[config.mk]
export PLATFORM = sky130hd
export DESIGN_NAME = rtc_bcd_calendar
export DESIGN_NICKNAME = d
export VERILOG_FILES = /design/src/rtl/rtc_pkg.sv /design/src/rtl/rtc_keylock.sv /design/src/rtl/rtc_prescaler.sv /design/src/rtl/rtc_calendar.sv /design/src/rtl/rtc_bcd_calendar.sv
export SDC_FILE = /design/constraint.sdc
export NUM_CORES = 1
export LEC_CHECK = 0
export BUFFER_PORTS_ARGS = -buffer_cell sky130_fd_sc_hd__clkbuf_2
export CORE_UTILIZATION = 28
export DETAILED_ROUTE_END_ITERATION = 16
export PLACE_DENSITY = 0.46
export SYNTH_ARGS = -nofsm -noshare
export SYNTH_HDL_FRONTEND = slang
export SYNTH_SLANG_ARGS = --single-unit
[constraint.sdc]
create_clock -name clk -period 6.1 [get_ports clk]
set_input_delay 0.915 -clock clk [delete_from_list [all_inputs] [get_ports clk]]
set_output_delay 0.915 -clock clk [all_outputs]
set_load 0.01 [all_outputs]
[src/rtl/rtc_pkg.sv]
// Package: shared register map, widths and BCD calendar helpers.
// Assumes all calendar fields are held as two-digit BCD bytes.
package rtc_pkg;
    localparam int DATA_W = 32;
    localparam int REG_AW = 3;

    localparam logic [REG_AW-1:0] A_TIME  = 3'd0;
    localparam logic [REG_AW-1:0] A_DATE  = 3'd1;
    localparam logic [REG_AW-1:0] A_CTRL  = 3'd2;
    localparam logic [REG_AW-1:0] A_KEY   = 3'd3;
    localparam logic [REG_AW-1:0] A_DIV   = 3'd4;

    // One BCD step: returns {wrapped, next}; wraps to 'first' at or past 'last'.
    function automatic logic [8:0] bcd_step(logic [7:0] v, logic [7:0] last,
                                            logic [7:0] first);
        logic [3:0] t;
        logic [3:0] u;
        t = v[7:4];
        u = v[3:0];
        if (v >= last)       return {1'b1, first};
        else if (u >= 4'd9)  return {1'b0, t + 4'd1, 4'd0};
        else                 return {1'b0, t, u + 4'd1};
    endfunction

    // Last BCD day of a BCD month in a two-digit BCD year.
    function automatic logic [7:0] month_end(logic [7:0] mon, logic [7:0] yr);
        logic [7:0] ybin;
        ybin = ({4'd0, yr[7:4]} * 8'd10) + {4'd0, yr[3:0]};
        case (mon)
            8'h02:                      return (ybin[1:0] == 2'd0) ? 8'h29 : 8'h28;
            8'h04, 8'h06, 8'h09, 8'h11: return 8'h30;
            default:                    return 8'h31;
        endcase
    endfunction
endpackage

[src/rtl/rtc_keylock.sv]
// Module: two-write key sequence that opens the guarded registers.
// Assumes one key write per bus cycle; any off-sequence value closes.
module rtc_keylock #(
    parameter int          KEY_W = 8,
    parameter logic [KEY_W-1:0] KEY_A = 8'hCA,
    parameter logic [KEY_W-1:0] KEY_B = 8'h53
) (
    input  logic             clk,
    input  logic             rst_n,
    input  logic             key_wr,
    input  logic [KEY_W-1:0] key_val,
    output logic             is_open
);
    typedef enum logic [1:0] {K_SHUT, K_HALF, K_OPEN} kstate_t;
    kstate_t st;

    // Advance the key sequence on every key write.
    always_ff @(posedge clk) begin
        if (!rst_n) begin
            st <= K_SHUT;
        end else if (key_wr) begin
            if (st == K_HALF && key_val == KEY_B) st <= K_OPEN;
            else if (key_val == KEY_A)            st <= K_HALF;
            else                                  st <= K_SHUT;
        end
    end

    assign is_open = (st == K_OPEN);
endmodule

[src/rtl/rtc_prescaler.sv]
// Module: two-stage divider turning enable pulses into one tick per period.
// Assumes limits are ratio-minus-one; hold forces both counters to zero.
module rtc_prescaler #(
    parameter int AW = 7,
    parameter int SW = 15
) (
    input  logic          clk,
    input  logic          rst_n,
    input  logic          en,
    input  logic          hold,
    input  logic [AW-1:0] a_lim,
    input  logic [SW-1:0] s_lim,
    output logic          tick,
    output logic          at_zero
);
    logic [AW-1:0] a_cnt;
    logic [SW-1:0] s_cnt;
    logic          a_wrap;

    assign a_wrap  = en && (a_cnt >= a_lim);
    assign tick    = !hold && a_wrap && (s_cnt >= s_lim);
    assign at_zero = (a_cnt == '0) && (s_cnt == '0);

    // First stage counts enable pulses.
    always_ff @(posedge clk) begin
        if (!rst_n || hold)  a_cnt <= '0;
        else if (a_wrap)     a_cnt <= '0;
        else if (en)         a_cnt <= a_cnt + 1'b1;
    end

    // Second stage counts first-stage wraps.
    always_ff @(posedge clk) begin
        if (!rst_n || hold)  s_cnt <= '0;
        else if (tick)       s_cnt <= '0;
        else if (a_wrap)     s_cnt <= s_cnt + 1'b1;
    end
endmodule

[src/rtl/rtc_calendar.sv]
// Module: BCD time/date registers with 24-hour and month-length rollover.
// Assumes bus writes and advance never coincide (writes need init mode).
module rtc_calendar
    import rtc_pkg::*;
(
    input  logic              clk,
    input  logic              rst_n,
    input  logic              adv,
    input  logic              wr_time,
    input  logic              wr_date,
    input  logic [DATA_W-1:0] wdata,
    output logic [DATA_W-1:0] time_word,
    output logic [DATA_W-1:0] date_word,
    output logic              programmed
);
    logic [7:0] sec, mins, hrs, day, mon, yr;
    logic [2:0] wday;
    logic [8:0] sec_n, min_n, hr_n, day_n, mon_n, yr_n;
    logic [2:0] wday_n;

    // Chain of BCD steps, each carrying into the next field.
    always_comb begin
        sec_n  = bcd_step(sec,  8'h59, 8'h00);
        min_n  = bcd_step(mins, 8'h59, 8'h00);
        hr_n   = bcd_step(hrs,  8'h23, 8'h00);
        day_n  = bcd_step(day,  month_end(mon, yr), 8'h01);
        mon_n  = bcd_step(mon,  8'h12, 8'h01);
        yr_n   = bcd_step(yr,   8'h99, 8'h00);
        wday_n = (wday >= 3'd7) ? 3'd1 : wday + 3'd1;
    end

    // Load from bus or advance by one second.
    always_ff @(posedge clk) begin
        if (!rst_n) begin
            sec <= 8'h00; mins <= 8'h00; hrs <= 8'h00;
            day <= 8'h01; mon <= 8'h01; yr <= 8'h00; wday <= 3'd1;
            programmed <= 1'b0;
        end else if (wr_time || wr_date) begin
            if (wr_time) begin
                sec  <= {1'b0, wdata[6:0]};
                mins <= {1'b0, wdata[14:8]};
                hrs  <= {2'b0, wdata[21:16]};
            end
            if (wr_date) begin
                day  <= {2'b0, wdata[5:0]};
                mon  <= {3'b0, wdata[12:8]};
                wday <= wdata[15:13];
                yr   <= wdata[23:16];
                programmed <= 1'b1;
            end
        end else if (adv) begin
            sec <= sec_n[7:0];
            if (sec_n[8]) begin
                mins <= min_n[7:0];
                if (min_n[8]) begin
                    hrs <= hr_n[7:0];
                    if (hr_n[8]) begin
                        day  <= day_n[7:0];
                        wday <= wday_n;
                        if (day_n[8]) begin
                            mon <= mon_n[7:0];
                            if (mon_n[8]) yr <= yr_n[7:0];
                        end
                    end
                end
            end
        end
    end

    // Pack fields into the readable words (PM bit fixed at 0).
    always_comb begin
        time_word = '0;
        time_word[6:0]   = sec[6:0];
        time_word[14:8]  = mins[6:0];
        time_word[21:16] = hrs[5:0];
        date_word = '0;
        date_word[5:0]   = day[5:0];
        date_word[12:8]  = mon[4:0];
        date_word[15:13] = wday;
        date_word[23:16] = yr;
    end
endmodule

[src/rtl/rtc_bcd_calendar.sv]
// Module: top of the real-time clock; bus decode, init handshake, divider
// register and read mux. Assumes a single-cycle synchronous register bus.
module rtc_bcd_calendar
    import rtc_pkg::*;
#(
    parameter int AW        = 7,
    parameter int SW        = 15,
    parameter int A_RST     = 127,
    parameter int S_RST     = 255
) (
    input  logic              clk,
    input  logic              rst_n,
    input  logic              tick_en,
    input  logic [REG_AW-1:0] bus_addr,
    input  logic              bus_we,
    input  logic [DATA_W-1:0] bus_wdata,
    output logic [DATA_W-1:0] bus_rdata
);
    localparam int A_LSB = 16;

    logic              key_open;
    logic              init_req, init_s1, init_s2, init_ack;
    logic              guarded_ok;
    logic [AW-1:0]     a_lim;
    logic [SW-1:0]     s_lim;
    logic              sec_tick, adv, pre_zero, programmed;
    logic [DATA_W-1:0] time_reg, date_reg;

    rtc_keylock u_key (
        .clk(clk), .rst_n(rst_n),
        .key_wr(bus_we && bus_addr == A_KEY),
        .key_val(bus_wdata[7:0]),
        .is_open(key_open)
    );

    // Init request, writable only with the key open.
    always_ff @(posedge clk) begin
        if (!rst_n)                                      init_req <= 1'b0;
        else if (bus_we && bus_addr == A_CTRL && key_open) init_req <= bus_wdata[0];
    end

    // Two-stage acknowledge delay following the request.
    always_ff @(posedge clk) begin
        if (!rst_n) begin
            init_s1 <= 1'b0;
            init_s2 <= 1'b0;
        end else begin
            init_s1 <= init_req;
            init_s2 <= init_req && init_s1;
        end
    end
    assign init_ack   = init_s2 && init_req;
    assign guarded_ok = key_open && init_ack;

    // Divider limits, loadable only in init mode with the key open.
    always_ff @(posedge clk) begin
        if (!rst_n) begin
            a_lim <= AW'(A_RST);
            s_lim <= SW'(S_RST);
        end else if (bus_we && bus_addr == A_DIV && guarded_ok) begin
            a_lim <= bus_wdata[A_LSB +: AW];
            s_lim <= bus_wdata[0 +: SW];
        end
    end

    rtc_prescaler #(.AW(AW), .SW(SW)) u_pre (
        .clk(clk), .rst_n(rst_n), .en(tick_en), .hold(init_ack),
        .a_lim(a_lim), .s_lim(s_lim), .tick(sec_tick), .at_zero(pre_zero)
    );

    assign adv = sec_tick && !init_req;

    rtc_calendar u_cal (
        .clk(clk), .rst_n(rst_n), .adv(adv),
        .wr_time(bus_we && bus_addr == A_TIME && guarded_ok),
        .wr_date(bus_we && bus_addr == A_DATE && guarded_ok),
        .wdata(bus_wdata),
        .time_word(time_reg), .date_word(date_reg), .programmed(programmed)
    );

    // Read mux by word address.
    always_comb begin
        bus_rdata = '0;
        case (bus_addr)
            A_TIME: bus_rdata = time_reg;
            A_DATE: bus_rdata = date_reg;
            A_CTRL: bus_rdata[2:0] = {programmed, init_ack, init_req};
            A_DIV: begin
                bus_rdata[A_LSB +: AW] = a_lim;
                bus_rdata[0 +: SW]     = s_lim;
            end
            default: bus_rdata = '0;
        endcase
    end
endmodule

==> Word-level counts from Yosys, hierarchy flattened <==
Index checks and enable logic that the tools add are counted.
{ "totals": {"reg_bits": 101, "inputBits": 39} }
{ "classes": {"addsub": 16, "n_mul": 1, "order_cmp": 15, "eq_ne": 15, "mux": 61, "reduce_logical": 52} }
{ "ops": {"columns": ["operator", "count"], "rows": [
  ["2-to-1 mux 8 bit", 40],
  ["adder 4 x 1 -> 4 bit, second input constant", 12],
  ["2-to-1 mux 9 bit", 5],
  ["case mux 12 bit (3 select lines)", 1],
  [">= comparator 4 bit, second input constant", 6],
  ["2-to-1 mux 3 bit", 7],
  ["case mux 7 bit (3 select lines)", 1],
  ["nonzero test 3 bit", 6],
  ["logical AND 1 bit", 17],
  ["equality test 8 x 3 -> 1 bit, second input constant", 2],
  [">= comparator 8 x 7 -> 1 bit, second input constant", 2],
  ["case mux 8 bit (2 select lines)", 1],
  ["adder 15 x 1 -> 15 bit, second input constant", 1],
  [">= comparator 15 bit", 1],
  ["AND reduction 7 bit", 2],
  ["case mux 3 bit (4 select lines)", 1],
  ["AND reduction 6 bit", 2],
  ["nonzero test 2 bit", 6],
  ["AND reduction 5 bit", 2],
  ["equality test 8 x 2 -> 1 bit, second input constant", 1],
  ["equality test 8 x 4 -> 1 bit, second input constant", 1],
  ["equality test 8 x 5 -> 1 bit, second input constant", 1],
  ["equality test 8 x 7 -> 1 bit, second input constant", 1],
  ["equality test 8 bit, second input constant", 1],
  ["28 further kinds", 40]
]} }

==> Depth between registers and ports, before layout <==
{ "depth": {"depth_word": 13, "depth_mapped": 17, "mapped_depth_nobuf": 16} }

==> Cells and area by module <==
From an unflattened synthesis, not the netlist that was laid out.
{ "unflattened": {"hier_cells": 928, "area_unflattened_um2": 7663.6} }
{ "by_module_without_submodules": {"columns": ["module", "instances", "cells_per_inst", "area_each_um2", "seq_area_each_um2"], "rows": [
  ["rtc_calendar", 1, 478, 3953.8, 1041.0],
  ["rtc_bcd_calendar", 1, 240, 1904.3, 500.5],
  ["rtc_prescaler", 1, 197, 1680.4, 440.4],
  ["rtc_keylock", 1, 13, 125.1, 40.0]
]} }

==> Least setup slack after synthesis <==
OpenSTA, ideal clock, no wires.
{ "synth_path": {"path_type": "register to register", "startpoint": "reg u_cal.mon[0]", "endpoint": "reg u_cal.mon[0]", "setup_time_ns": 0.141, "t_arrival_ns": 3.061, "t_required_ns": 5.959, "setup_slack_ns": 2.897, "stages_incl_launch_ff": 18, "n_path_buf": 2, "path_cell_list": "dfxtp_1 inv_1 ha_1 o211ai_1 a21oi_1 a31oi_1 nor3_1 a21oi_1 ha_1 nor4b_1 o22ai_1 or4_1 o2111a_4 and2_4 buf_6 buf_12 o221ai_1 o211ai_1"} }
{ "synth_via": {"elab_chain_len": 9} }
{ "synth_lines": {"columns": ["element", "line", "text"], "rows": [
  ["start, declared", "rtc_calendar.sv:16", "logic [7:0] sec, mins, hrs, day, mon, yr;"],
  ["start signal, assigned", "rtc_calendar.sv:46", "mon <= {3'b0, wdata[12:8]};"],
  ["start signal, assigned", "rtc_calendar.sv:61", "mon <= mon_n[7:0];"],
  ["branches (longest 9 deep; another with >= comparator 8 bit)", null, null]
]} }
Parallel ways; which one is timed is not known. The select of a mux whose other input is x is not followed.
A chain may end at the register's enable or synchronous reset.

==> Worst setup path after layout <==
{ "layout_path": {"startpoint": "reg u_cal.mon[0]", "endpoint": "reg u_cal.yr[6]"} }
{ "layout_via": {"elab_chain_len": 7} }
{ "layout_lines": {"columns": ["element", "line", "text"], "rows": [
  ["equality test 8 x 3 -> 1 bit (tied with other cells)", "rtc_pkg.sv:29", "case (mon)"],
  ["OR reduction 4 bit", "rtc_pkg.sv:29", null],
  ["case mux 8 bit (2 select lines)", "rtc_pkg.sv:29", null],
  [">= comparator 8 bit", "rtc_pkg.sv:20", "if (v >= last) return {1'b1, first};"],
  ["2-to-1 mux 9 bit", "rtc_pkg.sv:20", null],
  ["nonzero test 2 bit (no line)", null, null],
  ["AND reduction 8 bit (no line) (*)", null, null],
  ["end signal, assigned", "rtc_calendar.sv:48", "yr <= wdata[23:16];"],
  ["end signal, assigned", "rtc_calendar.sv:62", "if (mon_n[8]) yr <= yr_n[7:0];"],
  ["end, declared", "rtc_calendar.sv:16", null]
]} }
Every way passes the cells marked *; elsewhere a longest branch is shown, timed or not.

==> metrics.log <==
INFO  metric yosys_warns = 0
INFO  metric arrival = 3.99 ns
INFO  metric reg2reg_from = u_cal.mon[0]
INFO  metric y_dimension_of_the_die = 154 um
INFO  metric cts_hold_repair.buffers = 0
INFO  metric criticalPathCategory = register to register
INFO  metric startpoint_type = register
INFO  metric syn-instance-count = 818
INFO  metric placement.io_buffers = 54
INFO  metric routed_length_per_placed_instance = 17.1 um
INFO  metric timing.critical_path.to = u_cal.yr[6]
INFO  metric gp_routability_congestion = 0.800
INFO  metric cts.sinks = 101
INFO  metric min_period_over_period = 0.617
INFO  metric flip_flop_cell_with_the_highest_count_after_synthesis = dfxtp_1
INFO  metric slew_headroom = 0.383
INFO  metric layout.filler_cells = 2,467
INFO  metric cp_common_cell = a21oi_1
INFO  metric critical-path-max-stage-delay = 0.55 ns
INFO  metric final_nets = 948
INFO  metric regToRegSetupSlack = 2.34 ns
INFO  metric number_of_h_tree_levels = 3
INFO  metric tritoncts_clock_tree = yes
INFO  metric final-seq-area = 2020 um2
INFO  metric async_set_or_reset_flop_fraction_in_the_synthesized_netlist = 0
INFO  metric final_max_slew_viol_count = 0
INFO  metric cp-end-kind = register
INFO  metric maxcap_violations = 0
INFO  metric area_delta_synth_final = 11.6%
INFO  metric mappedNetlistArea = 6500 um2
INFO  metric placed_area = 6940 um2
INFO  metric first_global_vias = 5,394
INFO  metric cp.depth = 16
INFO  metric minimum_clock_period = 3.76 ns
INFO  metric core.rowCount = 55
INFO  metric route.vias.total = 5,644
INFO  metric finalClockSkew = 0.00825 ns
INFO  metric worstPathMaxFanout = 6
INFO  metric die_area = 23,800 um2
INFO  metric post_route_cells_drive_above_1_share = 0.114
INFO  metric multiInputGateArea = 4030 um2
INFO  metric power_per_cell_area = 188 nW/um2
INFO  metric synth-seq-cells = 101
INFO  metric power_leakage = 3.04 nW
INFO  metric drc = 0
INFO  metric clock_insertion_delay_worst_skew = 0.36 ns
INFO  metric grt_first_pass_wirelength = 30,800 um
INFO  metric clk_path_buf_depth = 2
INFO  metric grt.total_usage = 0.167
INFO  metric crit_path_cell_trace = inv_1 -> ha_1 -> o211ai_1 -> a21oi_1 -> a31oi_1 -> nor3_1 -> a21oi_1 -> ha_1 -> nor4b_1 -> o22ai_1 -> or4_1 -> o2111a_4 -> and4b_1 -> a21oi_1 -> nand2b_1 -> a31oi_1
INFO  metric fin_tns_setup = 0 ns
INFO  metric crit_required = 6.33 ns
INFO  metric synth-edff-count = 0
INFO  metric detailedRoute.firstPassIterationCount = 4
INFO  metric least_margin_pin_slew = 0.925 ns
INFO  metric number_of_antenna_diodes = 0
INFO  metric clock.fmax = 266 MHz
INFO  metric seq_area_frac_synth = 0.311
INFO  metric crit_path_top_delay_cell = or4_1
INFO  metric grt_max_degree = 53
INFO  metric number_of_antenna_violations_at_the_first_check_in_global_routing = 0
INFO  metric timing.critical_path.buf_inv = 1
INFO  metric via_per_inst = 4.96
INFO  metric layout.cell_area.non_filler = 7250 um2
INFO  metric cts_buffer_count = 9
INFO  metric core_area = 22,700 um2
INFO  metric holdCritPathClass = register to register
INFO  metric overflow = 0
INFO  metric drt.antenna.violating_nets = 0
INFO  metric reg2reg_depth = 16
INFO  metric fp.dieW = 154 um
INFO  metric ios = 71
INFO  metric synth_unique_cells = 71
INFO  metric worst_ir_drop_vdd = 134 uV
INFO  metric post_cts.resized_instances = 0
INFO  metric detailedPlacementHpwl = 14,400 um
INFO  metric synthesis.area_per_instance = 7.94 um2
INFO  metric hold_viol_final = 0
INFO  metric floorplan.initialDensity = 0.286
INFO  metric drtIter0Drc = 286
INFO  metric postRouteWirelength = 19,500 um
INFO  metric grt_setup_unrepaired = false
INFO  metric cts.clk_slew.worst_paths = 0.08 ns
INFO  metric worst_path_dominant_cell_family = simple AND/OR/NAND/NOR gates
INFO  metric final_cell_mix = nor2_1, dfxtp_1, nand2_1
INFO  metric post-cts-setup-buffer-count = 0
INFO  metric timing.final.setup_violations = 0
INFO  metric clk_root_buffer_cell = clkbuf_16
INFO  metric run_status = finished clean
INFO  metric r2r_end = u_cal.yr[6]
INFO  metric crit_path_launch = u_cal.mon[0]
## metal layers
metal / routed length [um] / GRT usage / part of all wire / up-vias
met4: 293 / 0.0438 / 0.015 / 0
met3: 654 / 0.0269 / 0.034 / 18
met1: 9810 / 0.231 / 0.50 / 2628
li1: - / - / - / 2907
met5: 0 / 0 / 0 / -
met2: 8700 / 0.269 / 0.45 / 91
## worst min path at each step
stage | from | to | slack, ns | cells past startpoint
after floorplan | u_cal.sec[7] | u_cal.sec[7] | 0.41 | 2
after global placement | u_cal.hrs[7] | u_cal.hrs[7] | 0.42 | 2
after detailed placement | u_cal.hrs[7] | u_cal.hrs[7] | 0.42 | 2
after CTS | u_cal.hrs[7] | u_cal.hrs[7] | 0.44 | 2
after global routing | u_cal.hrs[7] | u_cal.hrs[7] | 0.45 | 2
final | u_cal.hrs[7] | u_cal.hrs[7] | 0.43 | 2
## worst min-delay path, cell delays in order (launching register included)
cell	delay [ns]
dfxtp_1	0.31
nand2_1	0.05
nor2_1	0.03
## report_power, final
part / switching, mW / leakage, nW / internal [mW]
clock network: 0.280 / 0.148 / 0.341
logic: 0.0545 / 2.07 / 0.0239
registers: 0.00171 / 0.814 / 0.660
total: 0.336 / 3.04 / 1.03
## cell usage after synthesis, types with 10 or more instances
master	number	share of area
xnor2_1	12	0.016
ha_1	61	0.12
dfxtp_1	101	0.31
nand2b_1	10	0.0096
nand2_1	93	0.054
xor2_1	16	0.022
a21oi_1	60	0.046
nand3_1	37	0.029
a211oi_1	16	0.018
mux2i_1	26	0.040
clkbuf_1	25	0.014
o211ai_1	21	0.024
o21ai_0	29	0.022
nor2_1	101	0.058
buf_4	11	0.013
inv_1	52	0.030
## final cells by class
class / instances / area share
tap: 285 / 0.0492
sequential: 101 / 0.279
inverter: 52 / 0.0269
timing repair buffer: 63 / 0.0466
clock buffer: 11 / 0.0349
clock inverter: 5 / 0.00811
multi-input combinational: 621 / 0.555
## state kept, by name, indices dropped and copies added, names as in the netlist, 2 cells and up
signal       cells
u_key.st         2
u_cal.day        8
u_cal.wday       3
u_cal.mon        8
s_lim           15
u_cal.sec        8
u_pre.s_cnt     15
u_cal.yr         8
u_cal.hrs        8
a_lim            7
u_cal.mins       8
u_pre.a_cnt      7
## per-stage QoR
stage	util	hold slack, ns	instances	power (mW)	worst slack, ns
detailed placement	0.306	0.424	1122	0.757	2.30
CTS	0.319	0.436	1138	1.38	2.27
finish	0.319	0.432	1138	1.36	2.34
global placement	0.306	0.421	1122	0.757	2.28
global route	0.319	0.454	1138	1.41	1.95
floorplan	-	0.409	825	0.722	2.90
## cells by family (layout without fill, tap and decap cells)
family / Yosys count / after routing / share of synthesized area
buffers and inverters: 103 / 131 / 0.0732
flip-flops: 101 / 101 / 0.311
multiplexers: 26 / 26 / 0.0401
XOR/XNOR: 28 / 28 / 0.0377
adder cells (fa/ha/maj): 61 / 61 / 0.117
AO/OA/AOI/OAI: 186 / 186 / 0.191
other: 1 / 8 / 0.000577
AND/OR/NAND/NOR: 312 / 312 / 0.229
(Power assumes the default switching activity.)
